`src/rtl/gdc_cmd_pkg.sv`:
```
package gdc_cmd_pkg;

  localparam int unsigned BYTE_W  = 8;
  localparam int unsigned ENTRY_W = BYTE_W + 1;
  localparam int unsigned PRAM_AW = 4;

  localparam logic [7:0] OP_RESET  = 8'h00;
  localparam logic [7:0] OP_BLANK  = 8'h0C;
  localparam logic [7:0] OP_SYNC   = 8'h0E;
  localparam logic [7:0] OP_PITCH  = 8'h47;
  localparam logic [7:0] OP_CURSOR = 8'h49;
  localparam logic [7:0] OP_START  = 8'h6B;
  localparam logic [7:0] OP_VSMODE = 8'h6E;
  localparam logic [7:0] OP_PRAM   = 8'h70;

  typedef enum logic [2:0] {
    PM_NONE,
    PM_TIMING,
    PM_PITCH,
    PM_CURSOR,
    PM_PRAM
  } param_mode_e;

  typedef struct packed {
    logic [1:0] disp_mode;
    logic [1:0] framing;
    logic       draw_retrace;
    logic       refresh_en;
    logic [8:0] words;
    logic [5:0] hsync;
    logic [4:0] vsync;
    logic [6:0] hfp;
    logic [6:0] hbp;
    logic [5:0] vfp;
    logic [9:0] lines;
    logic [5:0] vbp;
  } timing_t;

  // b[0] is the first parameter byte after the command.
  function automatic timing_t unpack_timing(input logic [7:0][7:0] b);
    timing_t t;
    t.disp_mode    = {b[0][5], b[0][1]};
    t.framing      = {b[0][3], b[0][0]};
    t.draw_retrace = b[0][4];
    t.refresh_en   = b[0][2];
    t.words        = {1'b0, b[1]} + 9'd2;
    t.hsync        = {1'b0, b[2][4:0]} + 6'd1;
    t.vsync        = {b[3][1:0], b[2][7:5]};
    t.hfp          = {1'b0, b[3][7:2]} + 7'd1;
    t.hbp          = {1'b0, b[4][5:0]} + 7'd1;
    t.vfp          = b[5][5:0];
    t.lines        = {b[7][1:0], b[6]};
    t.vbp          = b[7][7:2];
    return t;
  endfunction

endpackage

```
`src/rtl/gdc_cmd_fifo.sv`:
```
module gdc_cmd_fifo #(
  parameter int unsigned DEPTH = 16,
  parameter int unsigned W     = 9
) (
  input  logic         clk,
  input  logic         rst_n,
  input  logic         push,
  input  logic [W-1:0] push_data,
  input  logic         pop,
  input  logic         flush,
  output logic [W-1:0] head,
  output logic         empty,
  output logic         full,
  output logic         overrun
);
  // DEPTH is expected to be a power of two so the pointers wrap naturally.
  localparam int unsigned AW = (DEPTH > 1) ? $clog2(DEPTH) : 1;
  localparam int unsigned CW = AW + 1;

  logic [W-1:0]  mem [DEPTH];
  logic [AW-1:0] wptr_q, wptr_d, rptr_q, rptr_d;
  logic [CW-1:0] cnt_q, cnt_d;
  logic          ovr_q, ovr_d;
  logic          accept, take;

  assign empty  = (cnt_q == '0);
  assign full   = (cnt_q == CW'(DEPTH));
  assign accept = push & ~full & ~flush;
  assign take   = pop & ~empty & ~flush;
  assign head   = mem[rptr_q];

  always_comb begin
    wptr_d = wptr_q;
    rptr_d = rptr_q;
    cnt_d  = cnt_q;
    ovr_d  = ovr_q | (push & full & ~flush);
    if (flush) begin
      wptr_d = '0;
      rptr_d = '0;
      cnt_d  = '0;
    end else begin
      if (accept) wptr_d = wptr_q + AW'(1);
      if (take)   rptr_d = rptr_q + AW'(1);
      if (accept && !take)      cnt_d = cnt_q + CW'(1);
      else if (take && !accept) cnt_d = cnt_q - CW'(1);
    end
  end

  always_ff @(posedge clk or negedge rst_n) begin
    if (!rst_n) begin
      wptr_q <= '0;
      rptr_q <= '0;
      cnt_q  <= '0;
      ovr_q  <= 1'b0;
    end else begin
      wptr_q <= wptr_d;
      rptr_q <= rptr_d;
      cnt_q  <= cnt_d;
      ovr_q  <= ovr_d;
    end
  end

  always_ff @(posedge clk) begin
    if (accept) mem[wptr_q] <= push_data;
  end

  assign overrun = ovr_q;

endmodule

```
`src/rtl/gdc_status.sv`:
```
module gdc_status (
  input  logic       empty,
  input  logic       full,
  input  logic       rd_ready,
  input  logic       hblank,
  input  logic       vblank,
  input  logic       vretrace,
  output logic [7:0] status
);
  always_comb begin
    status    = 8'h00;
    status[0] = rd_ready;
    status[1] = full;
    status[2] = empty;
    status[5] = vretrace;
    status[6] = hblank | vblank;
  end
endmodule

```
`src/rtl/gdc_cmd_decode.sv`:
```
module gdc_cmd_decode
  import gdc_cmd_pkg::*;
(
  input  logic               clk,
  input  logic               rst_n,
  input  logic               pop,
  input  logic [ENTRY_W-1:0] entry,
  output logic               flush,
  output timing_t            timing,
  output logic               disp_en,
  output logic               idle,
  output logic               master_sync,
  output logic [8:0]         pitch,
  output logic [17:0]        cursor_addr,
  output logic               pram_we,
  output logic [PRAM_AW-1:0] pram_addr,
  output logic [7:0]         pram_wdata,
  output logic               rb_clr
);
  param_mode_e        mode_q, mode_d;
  logic [3:0]         step_q, step_d;
  logic [PRAM_AW-1:0] ptr_q, ptr_d;
  logic [6:0][7:0]    stage_q, stage_d;
  timing_t            tim_q, tim_d;
  logic               disp_q, disp_d, idle_q, idle_d, mst_q, mst_d;
  logic [8:0]         pitch_q, pitch_d;
  logic [17:0]        cur_q, cur_d;
  logic               pwe_q, pwe_d, rbc_q, rbc_d;
  logic [PRAM_AW-1:0] paddr_q, paddr_d;
  logic [7:0]         pdata_q, pdata_d;
  logic [7:0]         op;
  logic [7:0][7:0]    all_bytes;

  assign op        = entry[7:0];
  assign all_bytes = {op, stage_q};

  always_comb begin
    mode_d  = mode_q;   step_d  = step_q;  ptr_d  = ptr_q;
    stage_d = stage_q;  tim_d   = tim_q;   disp_d = disp_q;
    idle_d  = idle_q;   mst_d   = mst_q;   pitch_d = pitch_q;
    cur_d   = cur_q;    paddr_d = paddr_q; pdata_d = pdata_q;
    pwe_d   = 1'b0;     rbc_d   = 1'b0;    flush  = 1'b0;
    if (pop) begin
      if (entry[ENTRY_W-1]) begin
        step_d = '0;
        mode_d = PM_NONE;
        if (op == OP_RESET) begin
          disp_d = 1'b0;
          idle_d = 1'b1;
          mode_d = PM_TIMING;
          flush  = 1'b1;
          rbc_d  = 1'b1;
        end else if (op[7:1] == OP_BLANK[7:1]) begin
          disp_d = op[0];
        end else if (op[7:1] == OP_SYNC[7:1]) begin
          disp_d = op[0];
          mode_d = PM_TIMING;
        end else if (op == OP_PITCH) begin
          mode_d = PM_PITCH;
        end else if (op == OP_CURSOR) begin
          mode_d = PM_CURSOR;
        end else if (op == OP_START) begin
          disp_d = 1'b1;
          idle_d = 1'b0;
        end else if (op[7:1] == OP_VSMODE[7:1]) begin
          mst_d = op[0];
        end else if (op[7:4] == OP_PRAM[7:4]) begin
          ptr_d  = op[PRAM_AW-1:0];
          mode_d = PM_PRAM;
        end
      end else begin
        case (mode_q)
          PM_TIMING: begin
            if (step_q < 4'd8) begin
              step_d = step_q + 4'd1;
              if (step_q == 4'd7) tim_d = unpack_timing(all_bytes);
              else                stage_d[step_q[2:0]] = op;
            end
          end
          PM_PITCH: begin
            if (step_q == 4'd0) begin
              pitch_d = (op == 8'h00) ? 9'd256 : {1'b0, op};
              step_d  = 4'd1;
            end
          end
          PM_CURSOR: begin
            if (step_q < 4'd3) begin
              case (step_q[1:0])
                2'd0:    cur_d[7:0]   = op;
                2'd1:    cur_d[15:8]  = op;
                default: cur_d[17:16] = op[1:0];
              endcase
              step_d = step_q + 4'd1;
            end
          end
          PM_PRAM: begin
            pwe_d   = 1'b1;
            paddr_d = ptr_q;
            pdata_d = op;
            ptr_d   = ptr_q + PRAM_AW'(1);
          end
          default: ;
        endcase
      end
    end
  end

  always_ff @(posedge clk or negedge rst_n) begin
    if (!rst_n) begin
      mode_q  <= PM_NONE;
      step_q  <= '0;
      ptr_q   <= '0;
      stage_q <= '0;
      tim_q   <= '0;
      disp_q  <= 1'b1;
      idle_q  <= 1'b0;
      mst_q   <= 1'b0;
      pitch_q <= 9'd256;
      cur_q   <= '0;
      pwe_q   <= 1'b0;
      paddr_q <= '0;
      pdata_q <= '0;
      rbc_q   <= 1'b0;
    end else begin
      mode_q  <= mode_d;
      step_q  <= step_d;
      ptr_q   <= ptr_d;
      stage_q <= stage_d;
      tim_q   <= tim_d;
      disp_q  <= disp_d;
      idle_q  <= idle_d;
      mst_q   <= mst_d;
      pitch_q <= pitch_d;
      cur_q   <= cur_d;
      pwe_q   <= pwe_d;
      paddr_q <= paddr_d;
      pdata_q <= pdata_d;
      rbc_q   <= rbc_d;
    end
  end

  assign timing      = tim_q;
  assign disp_en     = disp_q;
  assign idle        = idle_q;
  assign master_sync = mst_q;
  assign pitch       = pitch_q;
  assign cursor_addr = cur_q;
  assign pram_we     = pwe_q;
  assign pram_addr   = paddr_q;
  assign pram_wdata  = pdata_q;
  assign rb_clr      = rbc_q;

endmodule

```
`src/rtl/gdc_cmd_front.sv`:
```
module gdc_cmd_front
  import gdc_cmd_pkg::*;
#(
  parameter int unsigned DEPTH = 16
) (
  input  logic        clk,
  input  logic        rst_n,
  input  logic        wr_cmd,
  input  logic        wr_param,
  input  logic [7:0]  wr_data,
  input  logic        step_en,
  input  logic        rd_ready,
  input  logic        hblank,
  input  logic        vblank,
  input  logic        vretrace,
  output logic [7:0]  status,
  output logic        overrun,
  output logic        disp_en,
  output logic        idle,
  output logic        master_sync,
  output logic [1:0]  disp_mode,
  output logic [1:0]  framing,
  output logic        draw_retrace,
  output logic        refresh_en,
  output logic [8:0]  words_per_line,
  output logic [5:0]  hsync_w,
  output logic [4:0]  vsync_w,
  output logic [6:0]  hfp_w,
  output logic [6:0]  hbp_w,
  output logic [5:0]  vfp_w,
  output logic [9:0]  active_lines,
  output logic [5:0]  vbp_w,
  output logic [8:0]  pitch,
  output logic [17:0] cursor_addr,
  output logic        pram_we,
  output logic [3:0]  pram_addr,
  output logic [7:0]  pram_wdata,
  output logic        rb_clr
);
  logic [1:0]         rst_sync_q;
  logic               rst_core_n;
  logic [ENTRY_W-1:0] head;
  logic               empty, full, pop, flush;
  timing_t            timing;

  // Reset asserts at once and is released on a clock edge.
  always_ff @(posedge clk or negedge rst_n) begin
    if (!rst_n) rst_sync_q <= 2'b00;
    else        rst_sync_q <= {rst_sync_q[0], 1'b1};
  end
  assign rst_core_n = rst_sync_q[1];

  assign pop = step_en & ~empty;

  gdc_cmd_fifo #(.DEPTH(DEPTH), .W(ENTRY_W)) u_fifo (
    .clk      (clk),
    .rst_n    (rst_core_n),
    .push     (wr_cmd | wr_param),
    .push_data({wr_cmd, wr_data}),
    .pop      (pop),
    .flush    (flush),
    .head     (head),
    .empty    (empty),
    .full     (full),
    .overrun  (overrun)
  );

  gdc_cmd_decode u_dec (
    .clk        (clk),
    .rst_n      (rst_core_n),
    .pop        (pop),
    .entry      (head),
    .flush      (flush),
    .timing     (timing),
    .disp_en    (disp_en),
    .idle       (idle),
    .master_sync(master_sync),
    .pitch      (pitch),
    .cursor_addr(cursor_addr),
    .pram_we    (pram_we),
    .pram_addr  (pram_addr),
    .pram_wdata (pram_wdata),
    .rb_clr     (rb_clr)
  );

  gdc_status u_stat (
    .empty   (empty),
    .full    (full),
    .rd_ready(rd_ready),
    .hblank  (hblank),
    .vblank  (vblank),
    .vretrace(vretrace),
    .status  (status)
  );

  assign disp_mode      = timing.disp_mode;
  assign framing        = timing.framing;
  assign draw_retrace   = timing.draw_retrace;
  assign refresh_en     = timing.refresh_en;
  assign words_per_line = timing.words;
  assign hsync_w        = timing.hsync;
  assign vsync_w        = timing.vsync;
  assign hfp_w          = timing.hfp;
  assign hbp_w          = timing.hbp;
  assign vfp_w          = timing.vfp;
  assign active_lines   = timing.lines;
  assign vbp_w          = timing.vbp;

endmodule

```
`config.mk`:
```
export PLATFORM = sky130hd
export DESIGN_NAME = gdc_cmd_front
export DESIGN_NICKNAME = d
export VERILOG_FILES = /design/src/rtl/gdc_cmd_pkg.sv /design/src/rtl/gdc_cmd_fifo.sv /design/src/rtl/gdc_status.sv /design/src/rtl/gdc_cmd_decode.sv /design/src/rtl/gdc_cmd_front.sv
export SDC_FILE = /design/constraint.sdc
export NUM_CORES = 1
export LEC_CHECK = 0
export ABC_AREA = 0
export BUFFER_PORTS_ARGS = -buffer_cell sky130_fd_sc_hd__buf_2
export CAP_MARGIN = 10
export CORE_AREA = 2 2 175 177
export CTS_BUF_LIST = sky130_fd_sc_hd__clkbuf_4 sky130_fd_sc_hd__clkbuf_8
export DETAILED_ROUTE_END_ITERATION = 10
export DIE_AREA = 0 0 177 179
export PLACE_DENSITY_LB_ADDON = 0.25
export REMOVE_ABC_BUFFERS = 1
export SLEW_MARGIN = 20
export SYNTH_ARGS = -nofsm -noshare
export SYNTH_HDL_FRONTEND = slang
export SYNTH_SLANG_ARGS = --single-unit
```
`constraint.sdc`:
```
create_clock -name clk -period 5.5 [get_ports clk]
set_input_delay 0.55 -clock clk [delete_from_list [all_inputs] [get_ports clk]]
set_output_delay 0.55 -clock clk [all_outputs]
set_load 0.01 [all_outputs]
```
==> out/qor.csv, run 1 <==
stage,metric,value,unit
status,status,"finished, final reports clean",
clock_network,cts_resized,0,
layout,regArea,8910,µm²
min_path,hold_path.class,input port to flop,
floorplan,fp.dieW,177,µm
critical_path,worst_ep_arrival_time,4510,ps
sta,hold_slack,289,ps
placed_design,dpl.hpwl,21200,µm
synthesis,synth.distinct_cells,69,
sta,setup_tns,0,ps
layout,drive_above_1_share,0.302,
layout,stdcell_count,1598,
clock_network,cts_sinks,327,
detailed_routing,wl,31900,µm
critical_path,crit_chain,nor2_1 > a221o_1 > o22ai_1 > and2_1 > nor4_1 > buf_4 > and3_1 > buf_4 > nor4_2,
placed_design,finalWeightedCongestion,0.883,
power_and_ir_drop,leakagePower,7.00,nW
critical_path,start_kind,flop,
global_route,grt_antenna_before_repair,0,
floorplan,dieArea,31700,µm²
power_and_ir_drop,ir_drop,0.000253,V
layout,multiInputGateArea,4420,µm²
flow_run,drv_cap,0,
clock_network,max-clock-path-buffers,3,
detailed_routing,via_count,8561,
critical_path,cp.required,5680,ps
power_and_ir_drop,power_frac_seq,0.434,
power_and_ir_drop,power.density,466,nW/µm²
detailed_routing,viasPerCell,5.36,
floorplan,core,30000,µm²
power_and_ir_drop,combPwrFrac,0.284,
power_and_ir_drop,p_switching,0.00255,W
critical_path,critPathSlowestCell,nor4_2,
synthesis,synth_flop_cell,dfrtp_1,
sta,max_freq,231,MHz
detailed_routing,drt-initial-drc-count,674,
sta,fin_crit,4330,ps
floorplan,die_h,179,µm
detailed_routing,antenna_left,0,
sta,worst_pin_slew,1050,ps
critical_path,cpPeakStageDelay,840,ps
synthesis,ys_seq_elements,327,
synthesis,async_flop_share,0.560,
detailed_routing,wire_per_inst,19.9,µm
clock_network,htree_levels,2,
clock_network,clk_latency,600,ps
clock_network,numCtsBuffers,52,
placed_design,preCtsSetupSlack,1130,ps
placed_design,port_buffers,124,
floorplan,rows,64,
sta,hold_viol,0,
synthesis,synth-edff-count,144,
synthesis,synth_top_area_share,0.333,
sta,slew_viol_final,0,
synthesis,synth_cells,1010,
synthesis,syn_area_per_cell,13.5,µm²
floorplan,initial_utilization,0.453,
sta,setup_viol,0,
power_and_ir_drop,power_frac_clock,0.282,
critical_path,rrSetupSlack,1170,ps
layout,syn_to_final_growth,16.1,%
power_and_ir_drop,p_int,0.00481,W
power_and_ir_drop,swShare,0.347,
global_route,grt_remaining_overflow,0,
sta,fin_skew,46.8,ps
global_route,grt_pass1_wl,49600,µm
sta,max_slew_margin,0.298,
global_route,track_usage,0.206,
layout,num-nets-final,1194,
critical_path,critPathKind,flop to flop,
global_route,grt_pass1_vias,8530,
clock_network,cts_tree,yes,
sta,fin_ws,1170,ps
global_route,grt_max_degree,182,
synthesis,netlist_area,13600,µm²
sta,rsz0062_at_grt,false,
synthesis,synthTopCellsByArea,"dfrtp_1, edfxtp_1, mux2_2",
placed_design,dpl.cell_count,1500,
critical_path,cp_common_cell,buf_4,
clock_network,ctsRootBufferMaster,clkbuf_8,
synthesis,synth_top_area_cell,dfrtp_1,
detailed_routing,first_pass_iters,5,
floorplan,pin_count,132,
synthesis,ys_seq_area_frac,0.655,
critical_path,cp_max_fo,19,
detailed_routing,route.detailed.drc,0,
sta,period_share,0.787,
synthesis,synth_warnings,0,
clock_network,clkTransAtPathRegs,60,ps
critical_path,setup.worst_path.end_class,flop,
layout,nFillCells,2629,
==> Yosys cell counts (14+ instances only) <==
library cell	number
a21oi_1	16
buf_2	14
clkbuf_1	33
dfrtp_1	181
edfxtp_1	144
ha_1	17
mux2_2	80
mux2i_1	32
mux4_2	21
nand2_1	173
nand3_1	24
nor2_1	49
o21ai_0	41
xnor2_1	14
==> metal layers <==
metal | share of wire | GRT usage | up-vias
met4 | 0.024 | 0.0713 | 0
met3 | 0.057 | 0.0324 | 56
met1 | 0.44 | 0.278 | 4267
li1 | - | - | 3961
met5 | 0 | 0 | -
met2 | 0.48 | 0.341 | 277
==> through the flow <==
step           utilization  area, µm²  power (W)
3_3_place_gp         0.490      14700    0.00531
5_1_grt              0.526      15800    0.00776
6_report             0.526      15800    0.00736
4_1_cts              0.526      15800    0.00743
2_1_floorplan            -      13300    0.00442
3_5_place_dp         0.490      14700    0.00534
==> cell type report <==
class | instances | share of cell area
diodes | 1 | 0.000158
clock buffers | 74 | 0.0578
clock inverters | 22 | 0.00935
inverters | 13 | 0.00309
multi-input cells | 613 | 0.280
flip-flops and latches | 327 | 0.564
well taps | 396 | 0.0314
repair buffers | 152 | 0.0543
==> timing repair <==
| item | in CTS | in global routing |
|---|---|---|
| endpoints found under the hold margin | 2 | 0 |
| buffers inserted | 0 | 0 |
| hold buffers | 1 | 0 |
==> critical path: cells and delay by family, from the launching register on <==
kind	cells	cell delay, ps
simple gates	5	2160
flops	1	740
compound gates	2	560
buf+inv	2	470
==> logic make-up after synthesis <==
family | count (synthesis) | synth area share
XOR/XNOR | 23 | 0.0148
adder cells (fa/ha/maj) | 18 | 0.0171
AND/OR/NAND/NOR | 317 | 0.108
flip-flops | 327 | 0.655
other | 2 | 0.000552
buffers and inverters | 72 | 0.0239
AO/OA/AOI/OAI | 116 | 0.0549
multiplexers | 135 | 0.126
==> flip-flops by register name, indices dropped and copies added, names as in the netlist, 4 cells and up <==
signal             flops
u_dec.step_q           4
u_dec.all_bytes       50
u_dec.ptr_q            4
u_fifo.wptr_q          4
u_dec.cursor_addr     18
u_fifo.cnt_q           5
u_dec.pitch            9
u_fifo.rptr_q          4
u_dec.timing          62
u_dec.pram_addr        4
u_fifo.mem           144
u_dec.pram_wdata       8
==> path summary, 6_finish.rpt <==
check | cells after the start | startpoint | to
setup / recovery | 9 | u_fifo.rptr_q[1] | u_fifo.mem[6][1]
hold / removal | 2 | step_en | u_fifo.cnt_q[4]
setup reg to reg | 9 | u_fifo.rptr_q[1] | u_fifo.mem[6][1]
hold reg to reg | 0 | rst_sync_q[0] | rst_sync_q[1]
max in group asynchronous | 1 | rst_sync_q[1] | u_dec.pitch[7]
min in group asynchronous | 2 | rst_n | rst_sync_q[1]
==> power groups by stage <==
stage	sequential, W	combinational, W	clock, W
after floorplan	0.00324	0.00119	0
after detailed placement	0.00324	0.00210	0
after global placement	0.00324	0.00206	0
final	0.00320	0.00209	0.00207
after CTS	0.00320	0.00210	0.00212
after global routing	0.00324	0.00228	0.00224
==> cells in the final DEF, fill, tap and decap left out, drive strengths merged, types with 18 or more instances in the layout <==
master	n
dfrtp	181
nand2	174
buf	151
edfxtp	144
mux2	82
clkbuf	74
nor2	50
o21ai	45
mux2i	32
nand3	24
mux4	21
clkinv	18
No activity file was read; power rests on OpenSTA's default activity.
==> run 2, diff against run 1 <==
Clock period 5.5 ns to 4.11 ns, I/O delays scaled along.
==> out/qor.csv, run 2 (synthesis results as in run 1) <==
stage,metric,value,unit,change
sta,setup_viol,0,,unchanged
critical_path,critPathTopFamily,simple AND/OR/NAND/NOR gates,,
layout,mostFrequentLayoutCells,"dfrtp_1, nand2_1, edfxtp_1, buf_2, mux2_2",,
critical_path,crit_cells,12,,+3
sta,worst_pin_slew,1090,ps,+39.4 ps
clock_network,ctsRootBufferMaster,clkbuf_8,,
critical_path,crit_chain,or4_1 > nor2_1 > nor2_1 > nand2_1 > fa_1 > a21o_1 > a21oi_1 > nand2_1 > a22oi_1 > o31ai_1 > a21oi_1 > o32ai_1,,
power_and_ir_drop,ir_drop,0.000319,V,+26%
critical_path,rrSetupSlack,540,ps,-630 ps
layout,n_antenna_cell,0,,-1
critical_path,cpPeakStageDelay,630,ps,-210 ps
placed_design,dpl.hpwl,20600,µm,-2.9%
detailed_routing,wl,30800,µm,-3.3%
min_path,hold_path_startpoint,step_en,,
layout,syn_to_final_growth,17.7,%,
layout,num-nets-final,1215,,+1.8%
floorplan,initial_utilization,0.453,,unchanged
clock_network,htree_levels,2,,unchanged
power_and_ir_drop,leakagePower,7.13,nW,+1.9%
sta,hold_viol,0,,unchanged
detailed_routing,drt-initial-drc-count,655,,-2.8%
flow_run,drv_cap,0,,unchanged
critical_path,cp_max_fo,11,,-8
sta,period_share,0.868,,+0.0805
sta,fin_ws,544,ps,-627 ps
critical_path,setup.worst_path.end_class,flop,,
global_route,grt_max_degree,87,,-52%
detailed_routing,antenna_left,0,,unchanged
critical_path,critPathKind,flop to flop,,
status,status,"finished, final reports clean",,
clock_network,max-clock-path-buffers,3,,unchanged
layout,largest_register_ffs,144,,unchanged
layout,drive_above_1_share,0.315,,+0.0125
floorplan,core,30000,µm²,unchanged
clock_network,clk_latency,580,ps,-20 ps
placed_design,postPlaceCellArea,14900,µm²,+1.2%
detailed_routing,first_pass_iters,5,,unchanged
floorplan,dieArea,31700,µm²,unchanged
global_route,grt_pass1_vias,8659,,+1.5%
critical_path,path_buf_inv,0,,-2
critical_path,start_kind,flop,,
placed_design,dpl.cell_count,1520,,+1.3%
critical_path,worstSetupStartpoint,u_fifo.cnt_q[0],,
floorplan,fp.dieW,177,µm,unchanged
clock_network,cts_tree,yes,,
detailed_routing,wire_per_inst,19.1,µm,-4.4%
clock_network,cts_resized,0,,unchanged
power_and_ir_drop,power.density,634,nW/µm²,+36%
global_route,track_usage,0.200,,-0.00615
clock_network,clkTransAtPathRegs,60,ps,about the same
global_route,grt_pass1_wl,48700,µm,-1.9%
floorplan,pin_count,132,,unchanged
min_path,worstHoldEndpoint,u_fifo.cnt_q[4],,
critical_path,regToRegEndpoint,u_fifo.cnt_q[4],,
floorplan,rows,64,,unchanged
placed_design,preCtsSetupSlack,515,ps,-616 ps
critical_path,reg2reg_depth,12,,+3
sta,fin_crit,3570,ps,-763 ps
detailed_routing,via_count,8629,,+0.79%
min_path,min_path_cells,2,,unchanged
layout,final_cell_area,16000,µm²,+1.4%
sta,hold_slack,133,ps,-156 ps
placed_design,port_buffers,124,,unchanged
critical_path,r2r-start,u_fifo.cnt_q[0],,
clock_network,numCtsBuffers,53,,+1.9%
critical_path,critPathSlowestCell,nor2_1,,
critical_path,cp.required,4560,ps,-1120 ps
layout,regMostFlops,u_fifo.mem,,
sta,rsz0062_at_grt,false,,
layout,nFillCells,2576,,-2.0%
global_route,grt_antenna_before_repair,0,,unchanged
layout,stdcell_count,1616,,+1.1%
critical_path,worst_ep_arrival_time,4010,ps,-500 ps
sta,slew_viol_final,0,,unchanged
min_path,hold_path.class,input port to flop,,
detailed_routing,viasPerCell,5.34,,-0.33%
detailed_routing,route.detailed.drc,0,,unchanged
global_route,grt_remaining_overflow,0,,unchanged
layout,layout_commonest_cell,dfrtp_1,,
floorplan,die_h,179,µm,unchanged
clock_network,cts_sinks,327,,unchanged
sta,max_slew_margin,0.269,,-0.0290
placed_design,finalWeightedCongestion,0.799,,-9.5%
sta,fin_skew,22.5,ps,-24.3 ps
sta,max_freq,280,MHz,+21%
-- run 2: changes by cell type in the layout (fill, tap and decap cells not counted), moves of 2 or more --
| cell | before | now |
|---|---|---|
| clkinv_1 | 10 | 7 |
| clkinv_2 | 8 | 3 |
| buf_4 | 25 | 43 |
| clkbuf_8 | 57 | 63 |
| buf_12 | 2 | 4 |
| clkbuf_4 | 17 | 21 |
-- run 2: power by group --
group,switching (W),internal [W]
combinational,0.00193,0.00116
clock,0.00124,0.00164
sequential,0.000291,0.00389
-- run 2: cell type report --
| type | instances | area, µm² | share of cell area |
|---|---|---|---|
| flip-flops and latches | 327 | 8910 | 0.556 |
| repair buffers | 172 | 1030 | 0.0645 |
| inverters | 13 | 48.8 | 0.00305 |
| well taps | 396 | 495 | 0.0309 |
| clock buffers | 84 | 1020 | 0.0640 |
| multi-input cells | 613 | 4420 | 0.276 |
| clock inverters | 11 | 78.8 | 0.00492 |
-- run 2: metal layers --
| layer | global-route usage | vias to the layer above | part of all wire |
|---|---|---|---|
| met5 | 0 | - | 0 |
| met4 | 0.0610 | 0 | 0.022 |
| met3 | 0.0373 | 60 | 0.060 |
| met2 | 0.322 | 273 | 0.47 |
| met1 | 0.278 | 4295 | 0.45 |
| li1 | - | 4001 | - |
-- run 2: stage by stage --
step,power [W],util,setup TNS (ps)
after global placement,0.00730,0.496,0
after floorplan,0.00592,-,-509140
after global routing,0.0107,0.533,0
after CTS,0.0102,0.533,0
final,0.0101,0.533,0
after detailed placement,0.00735,0.496,0
-- run 2: worst max path at each step --
stage / end
finish: u_fifo.cnt_q[4]
global route: u_fifo.cnt_q[4]
CTS: u_fifo.mem[6][8]
detailed placement: u_fifo.mem[6][4]
global placement: u_dec.all_bytes[17]
floorplan: u_dec.all_bytes[0]
-- run 2: timing repair --
action	4_1_cts	5_1_grt
hold buffers	1	0
endpoints found under the hold margin	2	0
setup buffers	0	0
-- run 2: worst register-to-register path: cells and delay by family (launching register included) --
| kind | cells | cell delay (ps) |
|---|---|---|
| compound gates | 6 | 990 |
| fa+ha+maj | 1 | 500 |
| flops | 1 | 470 |
| simple gates | 5 | 1500 |
==> run 3, diff against run 2 <==
Settings changed: ABC_AREA 0 to unset.
Clock period 4.11 ns to 4.03 ns, I/O delays scaled along.
==> out/qor.csv, run 3 (synthesis results as in run 1) <==
stage,metric,value,unit,change
critical_path,worst_ep_arrival_time,3810,ps,-200 ps
clock_network,ctsHoldBuffers,1,,unchanged
critical_path,start_kind,flop,,
clock_network,max-clock-path-buffers,3,,unchanged
power_and_ir_drop,power.density,648,nW/µm²,+2.2%
layout,n_antenna_cell,0,,unchanged
layout,largest_register_ffs,144,,unchanged
status,status,"finished, final reports clean",,
critical_path,critPathKind,flop to flop,,
flow_run,drv_cap,0,,unchanged
floorplan,die_h,179,µm,unchanged
critical_path,reg2reg_depth,9,,-3
layout,layout_commonest_cell,dfrtp_1,,
layout,num-nets-final,1210,,-0.41%
critical_path,cp.required,4350,ps,-210 ps
detailed_routing,antenna_left,0,,unchanged
global_route,grt_max_degree,72,,-17%
detailed_routing,viasPerCell,5.31,,-0.58%
global_route,met1_usage,0.279,,+0.00158
sta,max_freq,286,MHz,+2.0%
critical_path,setup.worst_path.end_class,flop,,
sta,fin_crit,3500,ps,-70.8 ps
sta,worst_pin_slew,995,ps,-97.2 ps
global_route,grt_busiest_layer,met2,,
global_route,grt_antenna_before_repair,0,,unchanged
power_and_ir_drop,ir_drop,0.000299,V,-6.3%
sta,slew_viol_final,0,,unchanged
layout,syn_to_final_growth,17.6,%,about the same
layout,mostFrequentLayoutCells,"dfrtp_1, nand2_1, edfxtp_1, buf_2, mux2_2",,
placed_design,postPlaceCellArea,14900,µm²,-0.17%
detailed_routing,via_count,8574,,-0.64%
critical_path,rrSetupSlack,530,ps,about the same
placed_design,port_buffers,124,,unchanged
detailed_routing,wire_per_inst,19.0,µm,-0.56%
min_path,hold_path.class,input port to flop,,
sta,setup_viol,0,,unchanged
global_route,grt_remaining_overflow,0,,unchanged
floorplan,pin_count,132,,unchanged
clock_network,clk_latency,600,ps,+20 ps
floorplan,core,30000,µm²,unchanged
clock_network,cts_tree,yes,,
detailed_routing,wl,30600,µm,-0.63%
clock_network,clkTransAtPathRegs,60,ps,about the same
layout,regMostFlops,u_fifo.mem,,
critical_path,worstSetupStartpoint,u_fifo.rptr_q[1],,
floorplan,initial_utilization,0.453,,unchanged
detailed_routing,route.detailed.drc,0,,unchanged
global_route,met3_usage,0.0380,,+0.000636
clock_network,cts_sinks,327,,unchanged
clock_network,numCtsBuffers,53,,unchanged
critical_path,regToRegEndpoint,u_fifo.mem[10][6],,
clock_network,cts_setup_buffers,0,,unchanged
critical_path,cp_max_fo,25,,+14
min_path,hold_path_startpoint,step_en,,
clock_network,htree_levels,2,,unchanged
layout,nFillCells,2555,,-0.82%
power_and_ir_drop,finalPower,0.0104,W,+2.1%
global_route,global_route.usage.met2,0.314,,-0.00730
floorplan,fp.dieW,177,µm,unchanged
detailed_routing,first_pass_iters,7,,+2
critical_path,r2r-start,u_fifo.rptr_q[1],,
clock_network,cts_resized,0,,unchanged
layout,final_cell_area,16000,µm²,about the same
sta,max_slew_margin,0.331,,+0.0619
layout,drive_above_1_share,0.313,,-0.00220
floorplan,rows,64,,unchanged
sta,period_share,0.867,,about the same
global_route,grt_pass1_vias,8351,,-3.6%
placed_design,dpl.hpwl,20800,µm,+0.87%
sta,fin_skew,45.0,ps,+22.5 ps
global_route,grt_pass1_wl,48300,µm,-0.77%
global_route,track_usage,0.198,,-0.00216
sta,rsz0062_at_grt,false,,
placed_design,finalWeightedCongestion,0.868,,+8.7%
power_and_ir_drop,leakagePower,7.12,nW,-0.21%
sta,hold_viol,0,,unchanged
clock_network,ctsRootBufferMaster,clkbuf_8,,
detailed_routing,drt-initial-drc-count,531,,-19%
critical_path,crit_end,u_fifo.mem[10][6],,
floorplan,dieArea,31700,µm²,unchanged
==> run 3: worst max-delay path, stage by stage (launching register included) <==
cell      delay [ps]
dfrtp_1          600
nor2b_1          750
a221oi_1         210
a22oi_1          280
nand2_1          100
nor4_1           490
and3_1           320
buf_12           200
nor4_1            70
buf_4            210
==> run 3: through the flow <==
| stage | worst slack [ps] | hold slack (ps) | instances | utilization | TNS, ps |
|---|---|---|---|---|---|
| 2_1_floorplan | -1440 | 107 | 953 | - | -548980 |
| 3_3_place_gp | 586 | 188 | 1515 | 0.495 | 0 |
| 3_5_place_dp | 521 | 193 | 1515 | 0.495 | 0 |
| 4_1_cts | 524 | 85.9 | 1615 | 0.533 | 0 |
| 5_1_grt | 278 | 104 | 1615 | 0.533 | 0 |
| 6_report | 535 | 114 | 1615 | 0.533 | 0 |
==> run 3: power breakdown <==
group | internal, W | total (W) | switching [W]
sequential | 0.00397 | 0.00430 | 0.000327
clock | 0.00167 | 0.00294 | 0.00127
combinational | 0.00117 | 0.00312 | 0.00196
==> run 3: worst min path at each step <==
stage	slack [ps]	cells after the start	to
after floorplan	110	0	rst_sync_q[0]
after global placement	190	1	rst_sync_q[0]
after detailed placement	190	1	rst_sync_q[0]
after CTS	90	2	u_fifo.cnt_q[4]
after global routing	100	2	u_fifo.cnt_q[4]
final	110	2	u_fifo.cnt_q[4]
==> run 3: layout make-up <==
| class | count | area, µm² | share of cell area |
|---|---|---|---|
| clock buffers | 84 | 1020 | 0.0637 |
| clock inverters | 15 | 104 | 0.00649 |
| inverters | 13 | 48.8 | 0.00305 |
| multi-input cells | 613 | 4410 | 0.276 |
| flip-flops and latches | 327 | 8910 | 0.557 |
| well taps | 396 | 495 | 0.0310 |
| repair buffers | 167 | 1010 | 0.0630 |
==> run 3: metal layers <==
metal	up-vias	wire length, µm
li1	3994	-
met1	4263	14000
met2	276	14100
met3	41	1970
met4	0	511
met5	-	0
